## src/rtl/fpm_pkg.sv

```systemverilog
package fpm_pkg;
  typedef enum logic [1:0] {
    BURST_OFF  = 2'd0,
    BURST_128B = 2'd1,
    BURST_256B = 2'd2,
    BURST_RSVD = 2'd3
  } burst_code_e;

  function automatic int burst_bytes(input int code);
    case (code)
      1:       burst_bytes = 128;
      2:       burst_bytes = 256;
      default: burst_bytes = 0;
    endcase
  endfunction
endpackage

```

## src/rtl/fpm_thresh_sel.sv

```systemverilog
module fpm_thresh_sel #(
  parameter int THR_MAX = 64,
  parameter int LVL_W   = 7
) (
  input  logic             use_dflt,
  input  logic [LVL_W-1:0] low_prog,
  input  logic [LVL_W-1:0] high_prog,
  output logic [LVL_W-1:0] low_eff,
  output logic [LVL_W-1:0] high_eff
);
  localparam int DFLT_LOW  = THR_MAX / 3;
  localparam int DFLT_HIGH = (2 * THR_MAX) / 3;

  always_comb begin
    if (use_dflt) begin
      low_eff  = LVL_W'(DFLT_LOW);
      high_eff = LVL_W'(DFLT_HIGH);
    end else begin
      low_eff  = low_prog;
      high_eff = high_prog;
    end
  end
endmodule

```

## src/rtl/fpm_boost_ctrl.sv

```systemverilog
module fpm_boost_ctrl #(
  parameter int LVL_W = 7
) (
  input  logic             clk,
  input  logic             rst,
  input  logic             panic_en,
  input  logic             disp_active,
  input  logic [LVL_W-1:0] level,
  input  logic [LVL_W-1:0] low_wm,
  input  logic [LVL_W-1:0] high_wm,
  output logic             boost
);
  logic armed;
  assign armed = panic_en && disp_active;

  always_ff @(posedge clk) begin
    if (rst) begin
      boost <= 1'b0;
    end else if (!armed) begin
      boost <= 1'b0;
    end else if (level < low_wm) begin
      boost <= 1'b1;
    end else if (level > high_wm) begin
      boost <= 1'b0;
    end
  end

  a_r1_set_when_low: assert property (@(posedge clk) disable iff (rst)
    (armed && level < low_wm) |=> boost);
  a_r2_hold_in_band: assert property (@(posedge clk) disable iff (rst)
    (armed && boost && level <= high_wm) |=> boost);
  a_r2_no_set_above_low: assert property (@(posedge clk) disable iff (rst)
    (!boost && level >= low_wm) |=> !boost);
  a_r3_idle_display_off: assert property (@(posedge clk) disable iff (rst)
    !disp_active |=> !boost);
  a_r4_disable_off: assert property (@(posedge clk) disable iff (rst)
    !panic_en |=> !boost);
endmodule

```

## src/rtl/fpm_fetch_gen.sv

```systemverilog
module fpm_fetch_gen #(
  parameter int FIFO_WORDS = 64,
  parameter int WORD_BYTES = 8,
  parameter int LVL_W      = 7
) (
  input  logic             clk,
  input  logic             rst,
  input  logic             disp_active,
  input  logic [LVL_W-1:0] level,
  input  logic [1:0]       burst_code,
  output logic             fetch_req,
  output logic [LVL_W-1:0] fetch_len
);
  import fpm_pkg::*;

  localparam int SW     = LVL_W + 1;
  localparam int NCODES = 4;

  logic [LVL_W-1:0] len_tbl [NCODES];
  logic [LVL_W-1:0] len_sel;
  logic [SW-1:0]    need;
  logic             room_ok;

  for (genvar c = 0; c < NCODES; c++) begin : g_len
    localparam int BYTES = burst_bytes(c);
    assign len_tbl[c] = LVL_W'(BYTES / WORD_BYTES);
  end

  assign len_sel = len_tbl[burst_code];
  assign need    = {1'b0, level} + {1'b0, len_sel};
  assign room_ok = need <= SW'(FIFO_WORDS);

  always_ff @(posedge clk) begin
    if (rst) begin
      fetch_req <= 1'b0;
      fetch_len <= '0;
    end else begin
      fetch_req <= disp_active && (len_sel != '0) && room_ok;
      fetch_len <= len_sel;
    end
  end

  a_r7_rsvd_no_req: assert property (@(posedge clk) disable iff (rst)
    (burst_code == BURST_OFF || burst_code == BURST_RSVD) |=> !fetch_req);
  a_r7_idle_no_req: assert property (@(posedge clk) disable iff (rst)
    !disp_active |=> !fetch_req);
  a_r7_no_overflow: assert property (@(posedge clk) disable iff (rst)
    ({1'b0, level} + {1'b0, len_sel} > SW'(FIFO_WORDS)) |=> !fetch_req);
  a_r6_req_has_len: assert property (@(posedge clk) disable iff (rst)
    fetch_req |-> fetch_len != '0);
endmodule

```

## src/rtl/fpm_underrun.sv

```systemverilog
module fpm_underrun #(
  parameter int LVL_W = 7
) (
  input  logic             clk,
  input  logic             rst,
  input  logic             rd,
  input  logic [LVL_W-1:0] level,
  input  logic             clr,
  output logic             flag
);
  logic empty_rd;
  assign empty_rd = rd && (level == '0);

  always_ff @(posedge clk) begin
    if (rst) begin
      flag <= 1'b0;
    end else if (empty_rd) begin
      flag <= 1'b1;
    end else if (clr) begin
      flag <= 1'b0;
    end
  end

  a_r8_set_on_empty_read: assert property (@(posedge clk) disable iff (rst)
    empty_rd |=> flag);
  a_r8_sticky: assert property (@(posedge clk) disable iff (rst)
    (flag && !clr) |=> flag);
  a_r8_clear: assert property (@(posedge clk) disable iff (rst)
    (clr && !empty_rd) |=> !flag);
  a_r8_no_spurious: assert property (@(posedge clk) disable iff (rst)
    (!flag && !empty_rd) |=> !flag);
endmodule

```

## src/rtl/pixfifo_panic_mon.sv

```systemverilog
module pixfifo_panic_mon #(
  parameter int FIFO_WORDS = 64,
  parameter int WORD_BYTES = 8,
  parameter int LVL_W      = $clog2(FIFO_WORDS + 1)
) (
  input  logic             clk,
  input  logic             rst,
  input  logic             panic_en,
  input  logic             disp_active,
  input  logic             use_dflt_thr,
  input  logic [LVL_W-1:0] thr_low,
  input  logic [LVL_W-1:0] thr_high,
  input  logic [LVL_W-1:0] fifo_level,
  input  logic             fifo_rd,
  input  logic [1:0]       burst_code,
  input  logic             urun_clr,
  output logic             prio_boost,
  output logic             fetch_req,
  output logic [LVL_W-1:0] fetch_len,
  output logic             underrun
);
  logic [LVL_W-1:0] low_eff;
  logic [LVL_W-1:0] high_eff;

  fpm_thresh_sel #(.THR_MAX(FIFO_WORDS), .LVL_W(LVL_W)) u_thr (
    .use_dflt (use_dflt_thr),
    .low_prog (thr_low),
    .high_prog(thr_high),
    .low_eff  (low_eff),
    .high_eff (high_eff)
  );

  fpm_boost_ctrl #(.LVL_W(LVL_W)) u_boost (
    .clk        (clk),
    .rst        (rst),
    .panic_en   (panic_en),
    .disp_active(disp_active),
    .level      (fifo_level),
    .low_wm     (low_eff),
    .high_wm    (high_eff),
    .boost      (prio_boost)
  );

  fpm_fetch_gen #(.FIFO_WORDS(FIFO_WORDS), .WORD_BYTES(WORD_BYTES), .LVL_W(LVL_W)) u_fetch (
    .clk        (clk),
    .rst        (rst),
    .disp_active(disp_active),
    .level      (fifo_level),
    .burst_code (burst_code),
    .fetch_req  (fetch_req),
    .fetch_len  (fetch_len)
  );

  fpm_underrun #(.LVL_W(LVL_W)) u_urun (
    .clk  (clk),
    .rst  (rst),
    .rd   (fifo_rd),
    .level(fifo_level),
    .clr  (urun_clr),
    .flag (underrun)
  );

  a_r9_reset_quiet: assert property (@(posedge clk)
    rst |=> (!prio_boost && !fetch_req && !underrun && fetch_len == '0));
endmodule

```

## config.mk

```make
export PLATFORM = sky130hd
export DESIGN_NAME = pixfifo_panic_mon
export DESIGN_NICKNAME = d
export VERILOG_FILES = /design/src/rtl/fpm_pkg.sv /design/src/rtl/fpm_thresh_sel.sv /design/src/rtl/fpm_boost_ctrl.sv /design/src/rtl/fpm_fetch_gen.sv /design/src/rtl/fpm_underrun.sv /design/src/rtl/pixfifo_panic_mon.sv
export SDC_FILE = /design/constraint.sdc
export NUM_CORES = 1
export LEC_CHECK = 0
export CORE_ASPECT_RATIO = 0.9
export CORE_MARGIN = 5
export CORE_UTILIZATION = 35
export DETAILED_ROUTE_END_ITERATION = 10
export PLACE_DENSITY = 0.72
export SYNTH_ARGS = -nofsm -noshare
export SYNTH_HDL_FRONTEND = slang
export SYNTH_HIERARCHICAL = 1
export SYNTH_SLANG_ARGS = --single-unit
```

## constraint.sdc

```tcl
create_clock -name clk -period 2.18 [get_ports clk]
set_input_delay 0.436 -clock clk [delete_from_list [all_inputs] [get_ports clk]]
set_output_delay 0.436 -clock clk [all_outputs]
set_load 0.005 [all_outputs]
```

==> results of run 1 <==
worst register-to-register path: cells and delay by family (launching register included):
family	cells	cell delay, ps
AO/OA/AOI/OAI	1	110
flip-flops	1	300
AND/OR/NAND/NOR	2	180
power by group:
group	leakage (nW)	internal [mW]	total [mW]	switching [mW]
sequential	0.0408	0.0946	0.0955	0.000910
clock	0.0150	0.0696	0.115	0.0449
combinational	0.535	0.105	0.176	0.0717
state kept, by name, summed over array words and instances, names as in the netlist:
| name | flops |
|---|---|
| u_fetch/fetch_len | 2 |
| u_boost/boost | 1 |
| u_fetch/fetch_req | 1 |
| u_urun/flag | 1 |
final timing paths:
check | cells past startpoint | startpoint | slack [ps] | endpoint
max | 8 | burst_code[1] | 240 | u_fetch/fetch_req
min | 2 | u_boost/boost | 520 | u_boost/boost
max reg2reg | 3 | u_urun/flag | 1470 | u_urun/flag
min reg2reg | 2 | u_boost/boost | 520 | u_boost/boost
layout by cell type, fill, tap and decap left out, drive strengths merged, types with 4 or more instances in the layout:
cell type,count
a21oi,4
and2b,4
buf,8
clkbuf,4
clkdlybuf4s50,33
conb,5
dfxtp,5
ha,17
inv,19
nor2,4
nor2b,6
or2,6
cell usage after synthesis (all sizes together):
library cell / number / area, um^2
a31oi: 2 / 12.51
and3: 1 / 6.260
nor4: 2 / 25.02
nand3: 2 / 10.01
fa: 1 / 20.02
nand2: 1 / 3.750
nand3b: 2 / 15.01
conb: 1 / 3.750
o32a: 1 / 10.01
a211oi: 2 / 25.02
buf: 6 / 48.80
or2: 6 / 37.54
inv: 19 / 71.32
nor4b: 1 / 15.01
nand4: 3 / 18.77
nand4b: 1 / 8.760
nand2b: 1 / 6.260
o21ai: 2 / 10.01
and2b: 4 / 30.03
a21o: 2 / 15.01
nor2: 4 / 15.01
dfxtp: 5 / 100.1
nor2b: 6 / 37.54
ha: 17 / 212.7
xor2: 1 / 8.760
o22ai: 1 / 6.260
a21oi: 4 / 20.02
per-layer routing:
metal  track usage  up-vias  share of wire
li1              -      409              -
met1        0.1582      347           0.46
met2        0.2410       27           0.48
met3       0.01856        0          0.067
met4       0.06642        0              0
met5             0        -              0
area by class of cell:
type,count,area [um^2]
clock buffer,4,26.28
fill,206,939.7
inverter,19,71.32
multi-input combinational,72,588.1
sequential,5,100.1
tap,27,33.78
timing repair buffer,42,402.9
cell families (layout without fill, tap and decap cells):
| family | Yosys count | in the layout | synth area share |
|---|---|---|---|
| compound gates | 14 | 14 | 0.1246 |
| xor+xnor | 1 | 1 | 0.01104 |
| fa+ha+maj | 18 | 18 | 0.2934 |
| buf+inv | 25 | 65 | 0.1514 |
| flops | 5 | 5 | 0.1262 |
| other cells | 1 | 5 | 0.004727 |
| simple gates | 34 | 34 | 0.2886 |
==> metrics.cfg, run 1 <==
[detailed_routing]
wl_um = 2200
wire_per_inst_um = 13.02
routed_via_density = 4.633
drc = 0
antenna_left = 0
drt-initial-drc-count = 20
first_pass_iters = 4
vias = 783

[global_route]
grt_pass1_wl_um = 3312
antenna_found_initial = 0
grt_pass1_vias = 786
grt.total_usage = 0.1347
grt_max_degree = 9
grt_overflow = 0

[placed_design]
portBuffers = 34
dp_slack_ps = -127.6
dpl.hpwl_um = 1854
dpl-instance-area_um2 = 1194
numPlacedInstances = 165
routabilityCongestion = 0.7741

[yosys]
netlist_instances = 98
yosysWarningCount = 6
ys_seq_area_frac = 0.1262
ys_types = 28
avgSynthCellArea_um2 = 8.095
syn_area_um2 = 793.3
ys_ff_latch = 5

[worst_setup_path]
max_stage_delay_ps = 480
crit_family = adder cells
crit_path_cell_trace = clkdlybuf4s50_1 -> inv_1 -> ha_1 -> ha_1 -> inv_1 -> fa_1 -> a31oi_1 -> a211oi_2
worstPathRequired_ps = 2320
crit_type = in -> reg
worstSetupStartpointType = input pin
cpMaxStageDelayCell = clkdlybuf4s50_1
cp-end-kind = flip-flop
cp.buffers_inverters = 3
worst-path-max-fanout = 2
cp.arrival_ps = 2080

[cells_and_area]
finalInstanceArea_um2 = 1222
syn_to_final_growth_pct = 54.10
fin_util = 0.5654
nNetsFinal = 191
stdcell_count = 169
diodes = 0
drive_gt1_frac = 0.1127

[min_path]
hold_class = reg -> reg

[floorplan]
die_width_um = 60.18
die_h_um = 55.17
num_rows = 16
start_util = 0.3669
top_level_ports = 40
coreArea_um2 = 2162
dieArea_um2 = 3320

[clock_network]
holdBufCountCts = 0
clk_pin_slew_worst_paths_ps = 50
htreeDepth = 1
cts_root_buf = clkbuf_4
cts_setup_buffers = 0
numCtsBuffers = 3
post_cts_resized = 0
clk_path_buf_depth = 2
cts_num_sinks = 5
cts_tree = built
insertion_delay_ps = 250

[timing]
rsz0062_at_grt = no
setup_tns_ps = 0
period_share = 0.8913
holdWs_ps = 524.9
slew_viol_final = 0
max_clock_freq_mhz = 514.7
hold_violations = 0
fin_skew_ps = 0
fin_ws_ps = 237.0
setup_viol = 0
period_needed_ps = 1943

[power_and_ir_drop]
vdd_drop_max_mv = 0.2480
power_density_nw_per_um2 = 316.1
p_leak_nw = 0.5908
fin_total_pwr_mw = 0.3864

[outcome]
outcome = finished clean

[flow_run]
maxCapViolCount = 0

Power figures use the tool's default switching activity.
==> run 2, diff against run 1 <==
--- a/config.mk
+++ b/config.mk
@@ -5,11 +5,13 @@
 export SDC_FILE = /design/constraint.sdc
 export NUM_CORES = 1
 export LEC_CHECK = 0
+export CELL_PAD_IN_SITES_DETAIL_PLACEMENT = 1
+export CELL_PAD_IN_SITES_GLOBAL_PLACEMENT = 1
 export CORE_ASPECT_RATIO = 0.9
 export CORE_MARGIN = 5
-export CORE_UTILIZATION = 35
+export CORE_UTILIZATION = 27
 export DETAILED_ROUTE_END_ITERATION = 10
-export PLACE_DENSITY = 0.72
+export PLACE_DENSITY_LB_ADDON = 0.1
 export SYNTH_ARGS = -nofsm -noshare
 export SYNTH_HDL_FRONTEND = slang
 export SYNTH_HIERARCHICAL = 1
==> run 2 against run 1 <==
  * Die area grew 24%
  * Clock skew stayed put
  * Global-route usage decreased by 0.92 points
  * Register-to-register slack is essentially flat
  * Sequential share of layout area decreased by 0.20 points
  * Clock-buffer cell count unchanged
  * First-iteration DRC count increased by 35%
  * Non-clock buffer count grew 2
  * Maximum frequency down 2.9%
  * Clock power down 8%
  * Power down 0.83%
  * Largest cell class unchanged
  * Largest power group unchanged
==> metrics.cfg, run 2 (synthesis gave the netlist of run 1 again) <==
[power_and_ir_drop]
fin_total_pwr_mw = 0.3832
p_leak_nw = 0.6007
power_density_nw_per_um2 = 305.6
vdd_drop_max_mv = 0.1440

[placed_design]
dpl.hpwl_um = 2146
portBuffers = 34
dpl-instance-area_um2 = 1225
routabilityCongestion = 0.6990

[global_route]
grt.total_usage = 0.1256
grt_pass1_vias = 869
antenna_found_initial = 0
grt_pass1_wl_um = 3912
grt_overflow = 0
grt_max_degree = 9

[detailed_routing]
drc = 0
routed_via_density = 4.353
drt-initial-drc-count = 27
wl_um = 2336
vias = 801
antenna_left = 0
first_pass_iters = 4
wire_per_inst_um = 12.70

[worst_setup_path]
cp-end-kind = flip-flop
cp.buffers_inverters = 2
crit_path_cell_trace = clkdlybuf4s50_1 -> ha_1 -> ha_1 -> inv_1 -> fa_1 -> xor2_1 -> a31oi_1 -> a211oi_2
cp_common_cell = ha_1
cpMaxStageDelayCell = clkdlybuf4s50_1
worstSetupStartpointType = input pin
max_stage_delay_ps = 480
cp.arrival_ps = 2150
worstPathRequired_ps = 2330
crit_type = in -> reg
crit_family = adder cells
worst-path-max-fanout = 2

[timing]
fin_skew_ps = 0
setup_tns_ps = 0
slew_viol_final = 0
max_clock_freq_mhz = 499.7
rsz0062_at_grt = no
hold_violations = 0
period_needed_ps = 2001
setup_viol = 0
period_share = 0.9179
holdWs_ps = 527.5

[floorplan]
start_util = 0.2841
die_width_um = 67.14
coreArea_um2 = 2793
die_h_um = 61.42
dieArea_um2 = 4123
num_rows = 18
top_level_ports = 40

[cells_and_area]
final_cell_mix = 33 x clkdlybuf4s50_1, 19 x inv_1, 17 x ha_1
finalInstanceArea_um2 = 1254
final_common_cell = clkdlybuf4s50_1
diodes = 0
largest-register = u_fetch/fetch_len
fin_util = 0.4489
syn_to_final_growth_pct = 58.04
largest_reg_flops = 2
drive_gt1_frac = 0.1250
nNetsFinal = 193

[min_path]
hold_class = reg -> reg

[clock_network]
insertion_delay_ps = 240
numCtsBuffers = 3
holdBufCountCts = 0
clk_pin_slew_worst_paths_ps = 50
cts_num_sinks = 5
clk_path_buf_depth = 2
cts_root_buf = clkbuf_4
htreeDepth = 1
cts_tree = built

[flow_run]
maxCapViolCount = 0

[outcome]
outcome = finished clean

==> run 2: report_power, final <==
part	internal, mW	switching (mW)	total (mW)
clock network	0.0691	0.0368	0.106
logic	0.107	0.0743	0.181
registers	0.0948	0.000932	0.0957
==> run 2: worst reg2reg max path: cells and delay by family (launching register included) <==
family          cells  cell delay, ps
simple gates        2             180
flops               1             300
compound gates      1             130
==> run 2: routing by layer <==
metal / global-route usage / part of all wire / vias up
li1: - / - / 411
met1: 0.1692 / 0.48 / 369
met2: 0.2129 / 0.48 / 21
met3: 0.02007 / 0.041 / 0
met4: 0.02601 / 0 / 0
met5: 0 / 0 / -
==> run 2: final timing paths <==
check                                   start           endpoint  slack, ps  cells past startpoint
worst max register to register    u_urun/flag        u_urun/flag       1460                      3
worst max-delay path            burst_code[0]  u_fetch/fetch_req        180                      8
worst min register to register  u_boost/boost      u_boost/boost        530                      2
worst min-delay path            u_boost/boost      u_boost/boost        530                      2
==> run 2: cell type report <==
class | instances | area [um^2]
fillers | 370 | 1539
multi-input cells | 72 | 588.1
repair buffers | 44 | 417.9
flip-flops and latches | 5 | 100.1
inverters | 19 | 71.32
well taps | 40 | 50.05
clock buffers | 4 | 26.28
==> run 2: timing repair <==
item	in CTS	in global routing
setup endpoints to repair	0	1
hold endpoints to repair	0	0
resized for setup	0	1
buffers inserted	0	0
==> run 2: per-stage QoR <==
step           worst slack (ps)  instances
2_1_floorplan             486.7        102
3_3_place_gp             -129.7        180
3_5_place_dp             -148.8        180
4_1_cts                   86.29        184
5_1_grt                   81.83        184
6_report                  178.9        184
==> run 3, diff against run 2 <==
--- a/config.mk
+++ b/config.mk
@@ -9,10 +9,9 @@
 export CELL_PAD_IN_SITES_GLOBAL_PLACEMENT = 1
 export CORE_ASPECT_RATIO = 0.9
 export CORE_MARGIN = 5
-export CORE_UTILIZATION = 27
+export CORE_UTILIZATION = 25
 export DETAILED_ROUTE_END_ITERATION = 10
 export PLACE_DENSITY_LB_ADDON = 0.1
 export SYNTH_ARGS = -nofsm -noshare
 export SYNTH_HDL_FRONTEND = slang
-export SYNTH_HIERARCHICAL = 1
 export SYNTH_SLANG_ARGS = --single-unit
==> run 3 against run 2 <==
  * Synthesized area fell by 15%
  * Critical path depth did not move
  * Synthesized cell count fell by 16%
  * Maximum frequency fell by 4.8%
  * Final cell count fell by 19%
  * Routed wire length fell by 11%
  * Worst hold slack improved by 170 ps
  * Via count fell by 12%
  * Register-to-register slack got worse by 190 ps
  * Non-clock buffer count fell by 7
  * Flip-flop and latch count did not move
  * Design area fell by 13%
  * Critical path type unchanged
  * Critical endpoint is now u_boost.boost
  * Largest cell class unchanged
==> metrics.cfg, run 3 <==
[worst_setup_path]
r2r_setup_slack_ps = 1270
crit_path_cell_trace = clkdlybuf4s50_1 -> buf_4 -> nand2b_1 -> ha_1 -> o2111ai_1 -> a21oi_1 -> a211oi_1 -> o311a_1
crit_type = in -> reg
cp-end-kind = flip-flop
crit_family = compound AO/OA/AOI/OAI gates
cp.buffers_inverters = 2
worst-path-max-fanout = 5
worstPathRequired_ps = 2360
worstSetupStartpointType = input pin
cpMaxStageDelayCell = clkdlybuf4s50_1
cp.arrival_ps = 2290
max_stage_delay_ps = 470

[clock_network]
cts_setup_buffers = 0
clk_pin_slew_worst_paths_ps = 50
cts_num_sinks = 5
htreeDepth = 1
insertion_delay_ps = 240
numCtsBuffers = 3
clk_path_buf_depth = 2
cts_tree = built
cts_root_buf = clkbuf_4

[placed_design]
portBuffers = 34
routabilityCongestion = 0.7323
dpl-instance-area_um2 = 1045
dpl.hpwl_um = 1811
dp_slack_ps = -149.3

[yosys]
synth_flop_cell = dfxtp_1
synthTopCellsByArea = ha_1 32%, dfxtp_1 15%, nor2_1 6.7%, nand2b_1 6.5%, buf_4 5.6%
synth_top_area_frac = 0.3154
syn_area_um2 = 674.4
synth_largest_area_cell = ha_1
ys_seq_area_frac = 0.1484
async_flop_share = 0
ys_types = 25
synth_common_cells = 17 x ha_1, 12 x nor2_1, 7 x inv_1, 7 x nand2b_1
synth-edff-count = 0
avgSynthCellArea_um2 = 8.224
synth_most_common_cell = ha_1
yosysWarningCount = 0
netlist_instances = 82
ys_ff_latch = 5

[floorplan]
dieArea_um2 = 3837
coreArea_um2 = 2510
die_h_um = 59.27
top_level_ports = 40
num_rows = 17
start_util = 0.2687
die_width_um = 64.75

[outcome]
outcome = finished clean

[global_route]
antenna_found_initial = 0
grt.total_usage = 0.1166
grt_max_degree = 7
grt_pass1_wl_um = 3477
grt_overflow = 0
grt_pass1_vias = 796

[timing]
setup_viol = 0
fin_ws_ps = 77.49
period_needed_ps = 2103
slew_viol_final = 0
holdWs_ps = 701.1
hold_violations = 0
rsz0062_at_grt = no
period_share = 0.9645
fin_skew_ps = 0
max_clock_freq_mhz = 475.6
setup_tns_ps = 0

[flow_run]
maxCapViolCount = 0

[cells_and_area]
fin_util = 0.4322
finalInstanceArea_um2 = 1085
syn_to_final_growth_pct = 60.85
nNetsFinal = 170
diodes = 0
final_cell_mix = 34 x clkdlybuf4s50_1, 17 x ha_1, 12 x nor2_1
drive_gt1_frac = 0.07438
multi_input_area_um2 = 534.3
register_area_um2 = 100.1
fillers = 305
largest-register = u_fetch.fetch_len
largest_reg_flops = 2
final_common_cell = clkdlybuf4s50_1

[min_path]
hold_class = reg -> reg

[detailed_routing]
first_pass_iters = 4
drt-initial-drc-count = 27
routed_via_density = 4.705
vias = 701
wire_per_inst_um = 13.90
antenna_left = 0
wl_um = 2071
drc = 0

[power_and_ir_drop]
p_leak_nw = 0.4772
power_density_nw_per_um2 = 330.0
vdd_drop_max_mv = 0.2263

[run 3: changes by cell type after synthesis, moves of 2 or more]
cell and delta:
nand2b_1 +6, nor2_1 +8, nor4b_1 +2, a211oi_1 +2, or2_1 -6, a211oi_2 -2, and2b_1 -4, inv_1 -12
nor4_2 -2, nand3_1 -2
[run 3: worst register-to-register path, delay by kind of cell, from the launching register on]
kind / cells / cell delay (ps)
flip-flops: 1 / 320
AO/OA/AOI/OAI: 1 / 310
AND/OR/NAND/NOR: 1 / 160
[run 3: worst paths after layout]
path / to / from / cells past startpoint
worst max-delay path: u_boost.boost / use_dflt_thr / 8
worst min-delay path: u_urun.flag / u_urun.flag / 3
worst max register to register: u_boost.boost / u_boost.boost / 2
worst min register to register: u_urun.flag / u_urun.flag / 3
[run 3: what timing repair did]
item	CTS	global route
setup endpoints to repair	0	1
hold buffers	0	0
resized for setup	0	3
[run 3: metal layers]
layer / share of wire / GRT usage / routed length, um
met1: 0.49 / 0.1567 / 1018
met2: 0.43 / 0.1793 / 894
met3: 0.076 / 0.03985 / 158
met4: 0 / 0.02711 / 0
met5: 0 / 0 / 0
[run 3: layout make-up]
type / instances / area share
Tap cell: 28 / 0.03230
Inverter: 7 / 0.02422
Clock buffer: 4 / 0.02422
Sequential cell: 5 / 0.09227
Multi-Input combinational cell: 68 / 0.4925
Timing Repair Buffer: 37 / 0.3345
[run 3: power by group]
group	switching [mW]	internal (mW)	leakage, nW
Clock	0.0379	0.0692	0.0150
Sequential	0.00110	0.0947	0.0408
Combinational	0.0639	0.0912	0.422
[run 3: cell families after synthesis]
kind of cell    after synthesis  synth area share
xor+xnor                      1           0.01299
other cells                   1          0.005561
fa+ha+maj                    18            0.3451
flops                         5            0.1484
simple gates                 30            0.2430
compound gates               14            0.1429
buf+inv                      13            0.1020
[run 3: metrics by stage]
stage          power [mW]  std cells
6_report           0.3580        149
4_1_cts            0.3612        149
2_1_floorplan      0.1673         86
5_1_grt            0.3991        149
3_3_place_gp       0.2455        145
3_5_place_dp       0.2492        145
